$ cat src/rtl/tmr_pkg.sv
package tmr_pkg;
  localparam int REG_AW    = 2;
  localparam int NUM_FLAGS = 2;
  localparam int FLG_OVF   = 0;
  localparam int FLG_CMP   = 1;
  localparam int CTRL_OVF_EN = 2;
  localparam int CTRL_CMP_EN = 3;

  typedef enum logic [1:0] {
    PIN_KEEP   = 2'b00,
    PIN_TOGGLE = 2'b01,
    PIN_LOW    = 2'b10,
    PIN_HIGH   = 2'b11
  } pin_mode_e;

  typedef enum logic [REG_AW-1:0] {
    A_COUNT = 2'd0,
    A_MATCH = 2'd1,
    A_CTRL  = 2'd2,
    A_FLAGS = 2'd3
  } reg_addr_e;
endpackage

$ cat src/rtl/tmr_counter.sv
module tmr_counter #(
  parameter int CNT_W = 8
) (
  input  logic             clk,
  input  logic             rst_n,
  input  logic             tick,
  input  logic             load,
  input  logic [CNT_W-1:0] load_val,
  input  logic [CNT_W-1:0] match_val,
  output logic [CNT_W-1:0] count,
  output logic             wrap_evt,
  output logic             match_evt
);
  localparam logic [CNT_W-1:0] CNT_MAX = '1;

  logic             step;
  logic [CNT_W-1:0] next_cnt;

  // a load takes the cycle; the tick is dropped together with its events
  assign step     = tick & ~load;
  assign next_cnt = count + 1'b1;

  always_ff @(posedge clk or negedge rst_n) begin
    if (!rst_n)    count <= '0;
    else if (load) count <= load_val;
    else if (tick) count <= next_cnt;
  end

  assign wrap_evt  = step & (count == CNT_MAX);
  assign match_evt = step & (next_cnt == match_val);
endmodule

$ cat src/rtl/tmr_flag.sv
module tmr_flag (
  input  logic clk,
  input  logic rst_n,
  input  logic set,
  input  logic clr,
  output logic flag
);
  // set beats clear so an event landing with a clear is kept
  always_ff @(posedge clk or negedge rst_n) begin
    if (!rst_n)   flag <= 1'b0;
    else if (set) flag <= 1'b1;
    else if (clr) flag <= 1'b0;
  end
endmodule

$ cat src/rtl/tmr_pin.sv
module tmr_pin
  import tmr_pkg::*;
(
  input  logic      clk,
  input  logic      rst_n,
  input  pin_mode_e mode,
  input  logic      hit,
  output logic      pin,
  output logic      drive
);
  always_ff @(posedge clk or negedge rst_n) begin
    if (!rst_n) pin <= 1'b0;
    else if (hit) begin
      unique case (mode)
        PIN_TOGGLE: pin <= ~pin;
        PIN_LOW:    pin <= 1'b0;
        PIN_HIGH:   pin <= 1'b1;
        default:    pin <= pin;
      endcase
    end
  end

  assign drive = (mode != PIN_KEEP);
endmodule

$ cat src/rtl/cmp_timer.sv
module cmp_timer
  import tmr_pkg::*;
#(
  parameter int CNT_W = 8
) (
  input  logic             clk,
  input  logic             rst_n,
  input  logic             tick,
  input  logic             bus_wr,
  input  logic [1:0]       bus_addr,
  input  logic [CNT_W-1:0] bus_wdata,
  output logic [CNT_W-1:0] bus_rdata,
  input  logic             ack_ovf,
  input  logic             ack_cmp,
  output logic             irq_ovf,
  output logic             irq_cmp,
  output logic             cmp_pin,
  output logic             pin_drive
);
  logic                 cnt_wr, match_wr, ctrl_wr, flag_wr;
  logic [CNT_W-1:0]     count_q, match_q;
  pin_mode_e            mode_q;
  logic                 ovf_en_q, cmp_en_q;
  logic                 wrap_evt, match_evt;
  logic [NUM_FLAGS-1:0] set_vec, ack_vec, flag_clr, flags_q;

  assign cnt_wr   = bus_wr & (bus_addr == A_COUNT);
  assign match_wr = bus_wr & (bus_addr == A_MATCH);
  assign ctrl_wr  = bus_wr & (bus_addr == A_CTRL);
  assign flag_wr  = bus_wr & (bus_addr == A_FLAGS);

  tmr_counter #(.CNT_W(CNT_W)) u_counter (
    .clk       (clk),
    .rst_n     (rst_n),
    .tick      (tick),
    .load      (cnt_wr),
    .load_val  (bus_wdata),
    .match_val (match_q),
    .count     (count_q),
    .wrap_evt  (wrap_evt),
    .match_evt (match_evt)
  );

  always_ff @(posedge clk or negedge rst_n) begin
    if (!rst_n) begin
      match_q  <= '0;
      mode_q   <= PIN_KEEP;
      ovf_en_q <= 1'b0;
      cmp_en_q <= 1'b0;
    end else begin
      if (match_wr) match_q <= bus_wdata;
      if (ctrl_wr) begin
        mode_q   <= pin_mode_e'(bus_wdata[1:0]);
        ovf_en_q <= bus_wdata[CTRL_OVF_EN];
        cmp_en_q <= bus_wdata[CTRL_CMP_EN];
      end
    end
  end

  assign set_vec[FLG_OVF] = wrap_evt;
  assign set_vec[FLG_CMP] = match_evt;
  assign ack_vec[FLG_OVF] = ack_ovf;
  assign ack_vec[FLG_CMP] = ack_cmp;
  assign flag_clr = ack_vec | (flag_wr ? bus_wdata[NUM_FLAGS-1:0] : '0);

  for (genvar g = 0; g < NUM_FLAGS; g++) begin : g_flag
    tmr_flag u_flag (
      .clk   (clk),
      .rst_n (rst_n),
      .set   (set_vec[g]),
      .clr   (flag_clr[g]),
      .flag  (flags_q[g])
    );
  end

  tmr_pin u_pin (
    .clk   (clk),
    .rst_n (rst_n),
    .mode  (mode_q),
    .hit   (match_evt),
    .pin   (cmp_pin),
    .drive (pin_drive)
  );

  always_comb begin
    bus_rdata = '0;
    unique case (bus_addr)
      A_COUNT: bus_rdata = count_q;
      A_MATCH: bus_rdata = match_q;
      A_CTRL: begin
        bus_rdata[1:0]         = mode_q;
        bus_rdata[CTRL_OVF_EN] = ovf_en_q;
        bus_rdata[CTRL_CMP_EN] = cmp_en_q;
      end
      default: bus_rdata[NUM_FLAGS-1:0] = flags_q;
    endcase
  end

  assign irq_ovf = flags_q[FLG_OVF] & ovf_en_q;
  assign irq_cmp = flags_q[FLG_CMP] & cmp_en_q;
endmodule

$ cat config.mk
export PLATFORM = sky130hd
export DESIGN_NAME = cmp_timer
export DESIGN_NICKNAME = d
export VERILOG_FILES = /design/src/rtl/tmr_pkg.sv /design/src/rtl/tmr_counter.sv /design/src/rtl/tmr_flag.sv /design/src/rtl/tmr_pin.sv /design/src/rtl/cmp_timer.sv
export SDC_FILE = /design/constraint.sdc
export NUM_CORES = 1
export LEC_CHECK = 0
export CAP_MARGIN = 20
export CORE_AREA = 3 3 70 72
export CTS_CLUSTER_DIAMETER = 40
export DETAILED_ROUTE_END_ITERATION = 12
export DIE_AREA = 0 0 73 75
export GPL_TIMING_DRIVEN = 0
export SYNTH_ARGS = -nofsm -noshare
export SYNTH_HDL_FRONTEND = slang
export SYNTH_SLANG_ARGS = --single-unit
$ cat constraint.sdc
create_clock -name clk -period 2.4 [get_ports clk]
set_input_delay 0.24 -clock clk [delete_from_list [all_inputs] [get_ports clk]]
set_output_delay 0.24 -clock clk [all_outputs]
set_load 0.02 [all_outputs]
==> impl_metrics.tcl <==
set metrics [dict create \
    synth_cells 144 \
    area_growth_pct 25.5 \
    synthSimpleGateAreaFrac 0.215 \
    synth_cell_types 37 \
    period_share 0.922 \
    cts.sinks 23 \
    ys_seq_area_frac 0.386 \
    diodes 0 \
    drtIter0Drc 83 \
    fmax_mhz 452 \
    post-dp-hpwl_um 2730 \
    post-cts-setup-buffers 0 \
    synthXorXnorAreaFrac 0.0932 \
    remaining_drc_errors 0 \
    layout-drive-gt1-share 0.172 \
    r2r_slack_ps 630 \
    cts.htree.levels 1 \
    place.gp.congestion 0.863 \
    syn_area_per_cell_um2 10.3 \
    grt_pass1_vias 1216 \
    hold_path_class "input pin to async pin" \
    finalMaxSlewViolations 0 \
    root_buffer "clkbuf_8" \
    rows 24 \
    syn_nets 161 \
    insertion_delay_ps 260 \
    powerDensity_mw_per_mm2 849 \
    r2r-start "u_counter.count[0]" \
    rsz0062_at_grt "no" \
    setup_violations 0 \
    ys_warn_count 0 \
    hold_viol 0 \
    synth_area_mm2 0.00149 \
    outcome "complete, no violations" \
    ant_nets 0 \
    leakage_nw 0.758 \
    grt_overflow_total 0 \
    fp.dieH_um 75 \
    fin_tns_setup_ps 0 \
    num_io_pins 28 \
    start_util 0.342 \
    clk_path_buf_depth 2 \
    die_x_um 73 \
    post_drt_wl_per_cell_um 15.9 \
    multi_input_area_um2 840 \
    synth_top_family_by_area "simple AND/OR/NAND/NOR gates" \
    arrival_ps 1970 \
    viasPerCell 5.35 \
    synth_compound_area_frac 0.0789 \
    core_mm2 0.00435 \
    antenna_found_initial 0 \
    routed_wl_um 3590 \
    ir_drop_uv 261 \
    crit_type "input pin to output port" \
    slew_headroom 0.562 \
    start_kind "input pin" \
    worstSetupEndpointType "output port" \
    dr.pass1.iters 4 \
    seq_area_um2 576 \
    max_cap_violations 0 \
    tightestPinTransition_ps 657 \
    final.min_clock_period_ps 2210 \
    vias 1208 \
    detailedPlace.worstSlack_ps -231 \
    dieArea_mm2 0.00548 \
    synth_seq_cells 23 \
    path_clk_slew_ps 80 \
    cts_made_buffers 3 \
    worst_slack_ps 187 \
    grt.total_usage 0.140 \
    grt_max_degree 24 \
    synthAdderAreaFrac 0.00840 \
    cts_hold_buf 0 \
    filler_cell_count 410 \
    crit_fanout 10 \
    finClkSkew_ps 2.60 \
    crit_start "bus_addr[0]" \
    synthMuxAreaShare 0.168 \
    grt_pass1_wl_um 6000 \
    cts_tree "built" \
    required_ps 2160 \
    io_buffer_count 25 \
    fin_nets 192 \
]
through the flow:
stage                     total power, mW  utilization  hold WS (ps)  area (µm²)  instances
after CTS                            1.59        0.426           346        1850        225
after global placement               1.34        0.415           521        1810        221
after global routing                 1.70        0.430           342        1870        226
after detailed placement             1.35        0.415           542        1810        221
final                                1.59        0.430           312        1870        226
after floorplan                      1.13            -         -55.6        1490        144
final timing paths:
check | end | cells after the start
min in group clk | u_counter.count[0] | 3
worst max register to register | u_pin.pin | 6
worst min register to register | match_q[2] | 1
worst max-delay path | bus_rdata[0] | 4
worst min-delay path | g_flag[0].u_flag.flag | 1
max in group asynchronous | u_counter.count[1] | 2
repair_timing:
action | in CTS | in global routing
resized for setup | 3 | 2
hold endpoints to repair | 0 | 0
endpoints found under the setup margin | 3 | 1
final cells by class:
class	instances	area share
repair buffers	26	0.142
multi-input cells	110	0.449
clock buffers	4	0.0241
well taps	52	0.0348
flip-flops and latches	23	0.308
inverters	2	0.00401
plain buffers	9	0.0381
layout by cell type (no fill, tap or decap), drive strengths merged, types with 2 or more instances in the layout:
master and count:
a211oi 2, and2 3, and3 3, buf 8, clkbuf 6, clkdlybuf4s50 23
dfrtp 23, inv 2, mux2 12, mux2i 7, mux4 2, nand2 13
nand3 6, nand3b 4, nand4 7, nor2 5, nor2b 3, nor3b 2
o21ai 13, or3 2, or3b 3, xnor2 8, xor2 7
critical path, stage by stage:
cell and delay, ps:
clkbuf_1 220, buf_1 550, mux4_2 410, clkdlybuf4s50_1 550
cells in the mapped netlist, drive strengths merged:
cell	number	area, µm²
o21ai	13	65.1
mux2	12	135
nand3	6	30.0
o211ai	1	7.51
a211oi	2	20.0
or3b	3	26.3
buf	6	56.3
ha	1	12.5
or3	2	12.5
nor3b	2	20.0
and2	3	18.8
nand3b	4	30.0
nor2b	3	18.8
nand4	7	56.3
and3	3	18.8
a32o	1	10.0
clkbuf	3	11.3
mux4	2	45.0
nand2	13	48.8
nor2	5	18.8
a31oi	1	6.26
mux2i	7	70.1
dfrtp	23	576
or2	1	6.26
a41oi	1	8.76
xnor2	8	77.6
inv	2	7.51
nor4b	1	8.76
nand2b	1	6.26
xor2	7	61.3
cell families (layout without fill, tap and decap cells):
family / count (synthesis) / after routing
simple gates: 54 / 54
flops: 23 / 23
mux: 21 / 21
compound gates: 19 / 19
xor+xnor: 15 / 15
buf+inv: 11 / 41
fa+ha+maj: 1 / 1
registers in the layout, indices dropped and copies added, names as in the netlist:
name	count
u_counter.count	8
g_flag.u_flag.flag	2
mode_q	2
cmp_en_q	1
u_pin.pin	1
match_q	8
ovf_en_q	1
routing by layer:
metal  vias to the layer above  GRT usage  part of all wire
met1                       607      0.185              0.43
met5                         -          0                 0
met2                        23      0.247              0.53
met4                         0     0.0328            0.0092
li1                        574          -                 -
met3                         4     0.0134             0.026
power breakdown:
| group | leakage (nW) | internal [mW] | total, mW | switching (mW) |
|---|---|---|---|---|
| logic | 0.454 | 0.387 | 0.750 | 0.364 |
| registers | 0.281 | 0.487 | 0.593 | 0.106 |
| clock network | 0.0228 | 0.118 | 0.244 | 0.126 |
Power figures use the tool's default switching activity.
